==> src/rtl/crg_pkg.sv <==
package crg_pkg;

    typedef enum logic [1:0] {
        TGT_CODE0 = 2'd0,
        TGT_CODE1 = 2'd1,
        TGT_RAM   = 2'd2,
        TGT_OTHER = 2'd3
    } tgt_e;

    typedef enum logic [1:0] {
        KIND_READ  = 2'd0,
        KIND_WRITE = 2'd1,
        KIND_FETCH = 2'd2,
        KIND_RSVD  = 2'd3
    } kind_e;

    typedef enum logic [1:0] {
        ST_UNCFG = 2'd0,
        ST_IDLE  = 2'd1,
        ST_GRANT = 2'd2,
        ST_DENY  = 2'd3
    } state_e;

    typedef struct packed {
        logic r1_code_rw;
        logic r1_ram_rw;
        logic hard;
    } policy_t;

endpackage

==> src/rtl/crg_decode.sv <==
module crg_decode
    import crg_pkg::*;
#(
    parameter int ADDR_W       = 16,
    parameter int SECTORS      = 64,
    parameter int SECTOR_BYTES = 256,
    parameter int RAM_BASE     = 32'h8000,
    parameter int RAM_BYTES    = 32'h2000
)(
    input  logic [ADDR_W-1:0]          len,
    input  logic [ADDR_W-1:0]          pc,
    input  logic [ADDR_W-1:0]          addr,
    output logic                       src_r0,
    output tgt_e                       tgt,
    output logic                       in_nvm,
    output logic [$clog2(SECTORS)-1:0] sec_idx
);
    localparam int SEC_SHIFT = $clog2(SECTOR_BYTES);
    localparam int SEC_IDX_W = $clog2(SECTORS);
    localparam logic [ADDR_W:0] NVM_LIM = (ADDR_W+1)'(SECTORS * SECTOR_BYTES);
    localparam logic [ADDR_W:0] RAM_LO  = (ADDR_W+1)'(RAM_BASE);
    localparam logic [ADDR_W:0] RAM_HI  = (ADDR_W+1)'(RAM_BASE + RAM_BYTES);

    logic [ADDR_W:0] pc_x, addr_x, len_x;

    always_comb begin
        pc_x    = {1'b0, pc};
        addr_x  = {1'b0, addr};
        len_x   = {1'b0, len};
        src_r0  = (pc_x < NVM_LIM) && (pc_x < len_x);
        in_nvm  = addr_x < NVM_LIM;
        sec_idx = addr[SEC_SHIFT +: SEC_IDX_W];
        if (in_nvm) begin
            tgt = (addr_x < len_x) ? TGT_CODE0 : TGT_CODE1;
        end else if (addr_x >= RAM_LO && addr_x < RAM_HI) begin
            tgt = TGT_RAM;
        end else begin
            tgt = TGT_OTHER;
        end
    end
endmodule

==> src/rtl/crg_sector_lock.sv <==
module crg_sector_lock #(
    parameter int SECTORS = 64
)(
    input  logic                       clk,
    input  logic                       rst_n,
    input  logic                       soft_clr,
    input  logic                       set_valid,
    input  logic [SECTORS-1:0]         set_mask,
    input  logic [$clog2(SECTORS)-1:0] idx,
    output logic                       hit
);
    logic [SECTORS-1:0] lock_q;

    always_ff @(posedge clk or negedge rst_n) begin
        if (!rst_n) begin
            lock_q <= '0;
        end else if (soft_clr) begin
            lock_q <= '0;
        end else if (set_valid) begin
            lock_q <= lock_q | set_mask;
        end
    end

    assign hit = lock_q[idx];


    lock_monotone_chk: assert property (@(posedge clk) disable iff (!rst_n)
        !soft_clr |=> ((lock_q & $past(lock_q)) == $past(lock_q)));


    lock_soft_clear_chk: assert property (@(posedge clk) disable iff (!rst_n)
        soft_clr |=> (lock_q == '0));
endmodule

==> src/rtl/crg_policy.sv <==
module crg_policy
    import crg_pkg::*;
(
    input  logic    src_r0,
    input  tgt_e    tgt,
    input  logic    in_nvm,
    input  logic    lock_hit,
    input  logic [1:0] kind,
    input  policy_t pol,
    output logic    grant
);
    logic is_wr;

    always_comb begin
        is_wr = (kind == KIND_WRITE);
        if (is_wr && in_nvm && lock_hit) begin
            grant = 1'b0;
        end else if (src_r0 || !is_wr) begin
            grant = 1'b1;
        end else begin
            unique case (tgt)
                TGT_CODE0: grant = pol.r1_code_rw;
                TGT_RAM:   grant = pol.r1_ram_rw;
                TGT_CODE1: grant = 1'b1;
                TGT_OTHER: grant = 1'b1;
                default:   grant = 1'b0;
            endcase
        end
    end
endmodule

==> src/rtl/code_region_guard.sv <==
module code_region_guard
    import crg_pkg::*;
#(
    parameter int ADDR_W       = 16,
    parameter int DATA_W       = 32,
    parameter int SECTORS      = 64,
    parameter int SECTOR_BYTES = 256,
    parameter int RAM_BASE     = 32'h8000,
    parameter int RAM_BYTES    = 32'h2000
)(
    input  logic               clk,
    input  logic               rst_n,
    input  logic               soft_rst,
    input  logic               cfg_load,
    input  logic [ADDR_W-1:0]  cfg_len,
    input  logic               cfg_r1_code_rw,
    input  logic               cfg_r1_ram_rw,
    input  logic               cfg_hard_fault,
    input  logic               lock_set,
    input  logic [SECTORS-1:0] lock_mask,
    input  logic               req_valid,
    output logic               req_ready,
    input  logic [1:0]         req_kind,
    input  logic [ADDR_W-1:0]  req_pc,
    input  logic [ADDR_W-1:0]  req_addr,
    input  logic [DATA_W-1:0]  req_wdata,
    output logic               rsp_valid,
    output logic [DATA_W-1:0]  rsp_rdata,
    output logic               mem_en,
    output logic               mem_we,
    output logic [ADDR_W-1:0]  mem_addr,
    output logic [DATA_W-1:0]  mem_wdata,
    input  logic [DATA_W-1:0]  mem_rdata,
    output logic               fault_valid,
    output logic [ADDR_W-1:0]  fault_addr,
    output logic [1:0]         fault_kind
);
    localparam int SEC_IDX_W = $clog2(SECTORS);

    state_e              st_q, st_nx;
    logic [ADDR_W-1:0]   len_q;
    policy_t             pol_q;
    logic [ADDR_W-1:0]   acc_addr_q;
    logic [DATA_W-1:0]   acc_wdata_q;
    logic [1:0]          acc_kind_q;

    logic                dec_src_r0;
    tgt_e                dec_tgt;
    logic                dec_in_nvm;
    logic [SEC_IDX_W-1:0] dec_sec;
    logic                lock_hit;
    logic                grant;
    logic                accept;
    logic                acc_is_wr;

    assign accept    = req_valid && req_ready;
    assign acc_is_wr = (acc_kind_q == KIND_WRITE);

    crg_decode #(
        .ADDR_W      (ADDR_W),
        .SECTORS     (SECTORS),
        .SECTOR_BYTES(SECTOR_BYTES),
        .RAM_BASE    (RAM_BASE),
        .RAM_BYTES   (RAM_BYTES)
    ) u_decode (
        .len    (len_q),
        .pc     (req_pc),
        .addr   (req_addr),
        .src_r0 (dec_src_r0),
        .tgt    (dec_tgt),
        .in_nvm (dec_in_nvm),
        .sec_idx(dec_sec)
    );

    crg_sector_lock #(
        .SECTORS(SECTORS)
    ) u_lock (
        .clk      (clk),
        .rst_n    (rst_n),
        .soft_clr (soft_rst),
        .set_valid(lock_set),
        .set_mask (lock_mask),
        .idx      (dec_sec),
        .hit      (lock_hit)
    );

    crg_policy u_policy (
        .src_r0  (dec_src_r0),
        .tgt     (dec_tgt),
        .in_nvm  (dec_in_nvm),
        .lock_hit(lock_hit),
        .kind    (req_kind),
        .pol     (pol_q),
        .grant   (grant)
    );

    // state register
    always_ff @(posedge clk or negedge rst_n) begin
        if (!rst_n) begin
            st_q <= ST_UNCFG;
        end else begin
            st_q <= st_nx;
        end
    end

    // next state
    always_comb begin
        st_nx = st_q;
        unique case (st_q)
            ST_UNCFG: st_nx = cfg_load ? ST_IDLE : ST_UNCFG;
            ST_IDLE,
            ST_GRANT,
            ST_DENY: begin
                if (req_valid) begin
                    st_nx = grant ? ST_GRANT : ST_DENY;
                end else begin
                    st_nx = ST_IDLE;
                end
            end
            default: st_nx = ST_UNCFG;
        endcase
    end

    // one-time policy capture
    always_ff @(posedge clk or negedge rst_n) begin
        if (!rst_n) begin
            len_q <= '0;
            pol_q <= '0;
        end else if (st_q == ST_UNCFG && cfg_load) begin
            len_q <= cfg_len;
            pol_q <= '{r1_code_rw: cfg_r1_code_rw,
                       r1_ram_rw:  cfg_r1_ram_rw,
                       hard:       cfg_hard_fault};
        end
    end

    // accepted access capture
    always_ff @(posedge clk or negedge rst_n) begin
        if (!rst_n) begin
            acc_addr_q  <= '0;
            acc_wdata_q <= '0;
            acc_kind_q  <= '0;
        end else if (accept) begin
            acc_addr_q  <= req_addr;
            acc_wdata_q <= req_wdata;
            acc_kind_q  <= req_kind;
        end
    end

    // outputs
    always_comb begin
        req_ready   = 1'b0;
        rsp_valid   = 1'b0;
        rsp_rdata   = '0;
        mem_en      = 1'b0;
        mem_we      = 1'b0;
        fault_valid = 1'b0;
        unique case (st_q)
            ST_UNCFG: begin
                req_ready = 1'b0;
            end
            ST_IDLE: begin
                req_ready = 1'b1;
            end
            ST_GRANT: begin
                req_ready = 1'b1;
                rsp_valid = 1'b1;
                mem_en    = 1'b1;
                mem_we    = acc_is_wr;
                rsp_rdata = acc_is_wr ? '0 : mem_rdata;
            end
            ST_DENY: begin
                req_ready   = 1'b1;
                rsp_valid   = 1'b1;
                fault_valid = pol_q.hard;
            end
            default: begin
                req_ready = 1'b0;
            end
        endcase
    end

    assign mem_addr   = acc_addr_q;
    assign mem_wdata  = acc_wdata_q;
    assign fault_addr = acc_addr_q;
    assign fault_kind = acc_kind_q;


    ready_sticky_chk: assert property (@(posedge clk) disable iff (!rst_n)
        req_ready |=> req_ready);


    rsp_follows_accept_chk: assert property (@(posedge clk) disable iff (!rst_n)
        accept |=> rsp_valid);


    no_rsp_without_accept_chk: assert property (@(posedge clk) disable iff (!rst_n)
        !accept |=> !rsp_valid);


    deny_reads_zero_chk: assert property (@(posedge clk) disable iff (!rst_n)
        (rsp_valid && !mem_en) |-> (rsp_rdata == '0));


    fault_only_on_deny_chk: assert property (@(posedge clk) disable iff (!rst_n)
        fault_valid |-> (rsp_valid && !mem_en));


    locked_write_blocked_chk: assert property (@(posedge clk) disable iff (!rst_n)
        (accept && req_kind == KIND_WRITE && dec_in_nvm && lock_hit) |=> !mem_en);


    r0_full_access_chk: assert property (@(posedge clk) disable iff (!rst_n)
        (accept && dec_src_r0 && !(req_kind == KIND_WRITE && dec_in_nvm && lock_hit))
        |=> mem_en);
endmodule

==> config.mk <==
export PLATFORM = sky130hd
export DESIGN_NAME = code_region_guard
export DESIGN_NICKNAME = d
export VERILOG_FILES = /design/src/rtl/crg_pkg.sv /design/src/rtl/crg_decode.sv /design/src/rtl/crg_sector_lock.sv /design/src/rtl/crg_policy.sv /design/src/rtl/code_region_guard.sv
export SDC_FILE = /design/constraint.sdc
export NUM_CORES = 1
export LEC_CHECK = 0
export ABC_AREA = 1
export BUFFER_PORTS_ARGS = -buffer_cell sky130_fd_sc_hd__buf_2
export CORE_AREA = 2 2 129 131
export DETAILED_ROUTE_END_ITERATION = 10
export DIE_AREA = 0 0 131 133
export PLACE_DENSITY = 0.75
export SLEW_MARGIN = 20
export SYNTH_ARGS = -nofsm -noshare
export SYNTH_HDL_FRONTEND = slang
export SYNTH_SLANG_ARGS = --single-unit
==> constraint.sdc <==
create_clock -name clk -period 1.8 [get_ports clk]
set_clock_uncertainty 0.2 [all_clocks]
set_input_delay 0.36 -clock clk [delete_from_list [all_inputs] [get_ports clk]]
set_output_delay 0.36 -clock clk [all_outputs]
set_load 0.1 [all_outputs]
Word-level counts from Yosys, hierarchy flattened
Index checks and enable logic that the tools add are counted.
- magnitude comparators: 7
- equal/unequal tests: 8
- mux-type cells: 21
- bitwise logic cells: 1
- reductions and logical operators: 14
- operator list (cell ; count):
    64-bit 2-to-1 mux ; 2
    32-bit 2-to-1 mux ; 2
    64-bit bitwise OR ; 1
    16-bit by 15-bit < comparator with 1-bit output (second input constant) ; 2
    16-bit < comparator ; 2
    16-bit greater-or-equal comparator (second input constant) ; 1
    16-bit < comparator (second input constant) ; 1
    1-bit 2-to-1 mux ; 11
    2-bit by 1-bit == test with 1-bit output (second input constant) ; 4
    2-bit == test (second input constant) ; 4
    6-bit by 7-bit < comparator with 1-bit output (second input constant) ; 1
    1-bit binary-select mux with 6-bit select ; 1
    1-bit logical AND ; 6
    2-bit logical NOT ; 2
    2-bit 2-to-1 mux ; 2
    2-bit case mux with 2 select lines ; 1
    2-bit OR reduction ; 2
    1-bit case mux with 3 select lines ; 1
    3-bit OR reduction ; 1
    1-bit case mux with 2 select lines ; 1
    2-bit nonzero test ; 1
    1-bit logical NOT ; 1
    1-bit logical OR ; 1
- bits in registers: 135
- bits of input ports: 187

Logic depth before layout (Yosys ltp)
- word-level depth: 12
- mapped depth: 17
- gate-level depth less buffers: 17

Hierarchy
Synthesis repeated with hierarchy kept, for this count alone.
- cell total of the unflattened synthesis: 901
- area total of the unflattened synthesis: 7091.8 um2
- by module, submodules not included (module ; times used ; cells each ; area an instance (um2)):
    code_region_guard ; 1 ; 404 ; 3281.9
    crg_sector_lock ; 1 ; 358 ; 2939.1
    crg_decode ; 1 ; 129 ; 829.5
    crg_policy ; 1 ; 10 ; 41.3

Worst setup path before layout
OpenSTA, ideal clock, no wires.
- path type: flip-flop to output port
- start: register acc_kind_q[0], in the netlist fault_kind[0]
- end: output port mem_we
- data arrival time: 3.909 ns
- slack: -2.669 ns
- cell stages (with the launch flop): 3
- buffers on the path: 0
- cells stage by stage: dfrtp_1 inv_1 nor4_1
- cells in the longest elaborated chain, start to end: 2
- RTL lines (item ; line ; source):
    from (decl) ; code_region_guard.sv:45 ; logic [1:0] acc_kind_q;
    from (signal assigned) ; code_region_guard.sv:146 ; acc_kind_q <= req_kind;
    2-bit by 1-bit == test with 1-bit output ; code_region_guard.sv:57 ; assign acc_is_wr = (acc_kind_q == KIND_WRITE);
    1-bit 2-to-1 mux ; code_region_guard.sv:158 ; unique case (st_q)
    to (decl) ; code_region_guard.sv:30 ; output logic mem_we,
No other way between the ends.

Worst setup path in the final report
- start: register st_q[0]
- end: output port rsp_rdata[5]
- cells in the longest elaborated chain, start to end: 2
- RTL lines (item ; line ; source):
    from (decl) ; code_region_guard.sv:40 ; state_e st_q, st_nx;
    from (signal assigned) ; code_region_guard.sv:102 ; st_q <= st_nx;
    2-bit == test ; code_region_guard.sv:158 ;
    32-bit 2-to-1 mux ; code_region_guard.sv:158 ;
    to (decl) ; code_region_guard.sv:28 ; output logic [DATA_W-1:0] rsp_rdata,
No other way between the ends.

==> impl_metrics.csv <==
group,metric,value,unit
status,status,"finished, violations left",
status,violations,"negative setup slack",
floorplanning,rows,47,
cells_and_area,final_cell_mix,"nand2_1 (237), buf_2 (203), dfrtp_1 (116)",
clock_network,clock-sinks,135,
yosys,ys_types,24,
cells_and_area,fin_nets,1481,
cells_and_area,layout-drive-gt1-share,0.409,
timing,whs,0.807,ps
yosys,synthFlopType,"dfrtp_1",
pwr,intPower,8340,uW
detailed_routing,dr.pass1.iters,5,
setup_path,startpoint_type,"register",
floorplanning,io_pins,290,
cells_and_area,postLayoutCellArea,0.0119,mm^2
timing,drv_slew,0,
placement,hpwl,15000,um
grt,use_met3,0.0631,
detailed_routing,via_per_inst,5.18,
setup_path,cp.arrival,1630,ps
hold_path,min_path_type,"primary input to register",
setup_path,crit_path_max_fanout,8,
timing,fmax,0.456,GHz
yosys,synth_cells,846,
grt,grt_max_degree,65,
grt,grt_antenna_before_repair,2,
yosys,async_flop_share,1.00,
floorplanning,fp.dieArea,0.0174,mm^2
pwr,vdd_drop_max,0.881,mV
cells_and_area,syn_to_final_growth,76.7,%
detailed_routing,drc,0,
placement,placed_cell_area,0.00941,mm^2
grt,grt_pass1_wl,37400,um
floorplanning,start_util,0.416,
pwr,power.density,1340,mW/mm^2
floorplanning,fp.dieW,131,um
detailed_routing,via_count,7765,
yosys,synth_edf_count,0,
timing,fin_crit_sh,1.22,
cells_and_area,final_common_cell,"nand2_1",
flow_run,cap_violations,0,
pwr,p_comb_frac,0.514,
yosys,syn_nets,1063,
yosys,syn_area,0.00673,mm^2
setup_path,reg2reg_from,"len_q[8]",
timing,hold_violations,0,
detailed_routing,avgRoutedWirePerCell,17.1,um
timing,finalSetupViolCount,37,
timing,period_minus_slack,2190,ps
setup_path,required,1240,ps
grt,top_usage_layer,"met2",
pwr,seq_power_share,0.253,
grt,grtUsageMet1,0.313,
clock_network,clock_latency,420,ps
grt,track_usage,0.275,
floorplanning,fp.dieH,133,um
clock_network,cts_inserted_buffers,17,
hold_path,min-delay-start,"lock_mask[57]",
timing,relSlewSlack,0.662,
clock_network,cts_max_level,4,
yosys,synth.ff_latch_count,135,
timing,rsz0062_at_grt,"true",
floorplanning,core_area,0.0162,mm^2
setup_path,criticalPathCategory,"register to output pin",
clock_network,cts_max_path_buffers,2,
clock_network,cts_tree,"yes",
pwr,switchingPower,7630,uW
setup_path,cp-startpoint,"st_q[0]",
pwr,swShare,0.478,
yosys,seq_area_frac_synth,0.502,
yosys,yosysWarnings,0,
clock_network,clkSlewWorstSetupHoldPaths,60,ps
placement,gp_congestion,0.800,
grt,globalRouteOverflowTotal,0,
setup_path,end_kind,"output pin",
detailed_routing,wl,25600,um
cells_and_area,nFillCells,1013,
yosys,syn_area_per_cell,7.96,um^2
detailed_routing,ant_nets,0,
grt,met2_usage,0.468,
pwr,p_leak,0.00585,uW
timing,finalWorstSetupSlack,-394,ps
clock_network,root_buffer,"clkbuf_16",
timing,worstMarginPinSlew,510,ps
placement,portBuffers,289,
pwr,pwr-share-clk,0.233,
grt,first_global_vias,7628,
detailed_routing,detail_route.iter0.violations,521,
flip-flops by register name, indices dropped and copies added, names as in the netlist:
signal,cells
len_q,16
u_lock.lock_q,64
mem_wdata,32
fault_kind,2
st_q,2
fault_addr,16
pol_q,3
layer usage:
layer	vias up	part of all wire
li1	3529	-
met2	461	0.51
met5	-	0
met3	128	0.074
met4	0	0.054
met1	3647	0.36
path summary, 6_finish.rpt:
kind                                endpoint  slack (ps)  cells after the start
setup / recovery                rsp_rdata[5]        -390                      6
hold / removal             u_lock.lock_q[57]         0.8                      3
setup reg to reg                     st_q[0]        -130                     13
hold reg to reg                 mem_wdata[5]         270                      2
max in group asynchronous      fault_kind[0]         670                      3
min in group asynchronous  u_lock.lock_q[43]         210                      2
synth_stat cells (4+ instances only):
cell / n / area (um^2)
o21ai_1: 11 / 55.1
nand3_1: 43 / 215
nand2_1: 273 / 1020
clkbuf_1: 29 / 109
mux2_2: 4 / 45.0
a21oi_1: 100 / 500
buf_4: 18 / 135
inv_1: 44 / 165
buf_2: 5 / 25.0
buf_6: 7 / 78.8
a21oi_2: 6 / 52.6
dfrtp_1: 135 / 3380
ha_1: 30 / 375
o21ai_0: 15 / 75.1
nor2_1: 111 / 417
area by class of cell:
type	count	area (um^2)	share of cell area
Clock inverter	12	174	0.0146
Inverter	48	201	0.0169
Multi-Input combinational cell	602	3420	0.287
Clock buffer	19	453	0.0381
Sequential cell	135	3410	0.286
Antenna cell	2	5.00	0.000421
Tap cell	220	275	0.0231
Timing Repair Buffer	460	3970	0.333
stage by stage:
stage                     utilization  worst slack, ps  total power [uW]  setup TNS, ps  instances
after CTS                       0.712             -423             15400         -14040       1488
final                           0.736             -394             16000         -12990       1498
after floorplan                     -             -505              9530         -21960        846
after global placement          0.582             -145             10900           -147       1338
after global routing            0.736             -446             16600         -15170       1498
after detailed placement        0.582             -236             11100           -236       1338
power groups by stage:
stage	clock (uW)	combinational, uW	sequential, uW
2_1_floorplan	0	3320	6210
3_3_place_gp	0	6950	3990
3_5_place_dp	0	7050	4010
4_1_cts	3740	7670	3990
5_1_grt	3880	8600	4080
6_report	3730	8200	4040
critical path, stage by stage, from the launching register on:
cell	delay (ps)
dfrtp_2	440
nor2_4	120
buf_6	130
clkbuf_16	160
nand2_2	70
nor2_4	110
buf_12	180
cell families (layout without fill, tap and decap cells):
family          after synthesis  count (layout)  share of synthesized area
simple gates                434             434                      0.252
buf+inv                     109             539                     0.0799
other cells                   0               2                          0
fa+ha+maj                    30              30                     0.0558
compound gates              134             134                      0.104
mux                           4               4                    0.00669
flops                       135             135                      0.502
what timing repair did:
action                                  CTS  global route
buffers inserted                          6             4
endpoints found under the setup margin   62           107
resized for setup                        73            80
endpoints found under the hold margin   246             0
pin swaps                                12            42
cloned                                    1             4
hold buffers                            112             0
(Power assumes the default switching activity.)
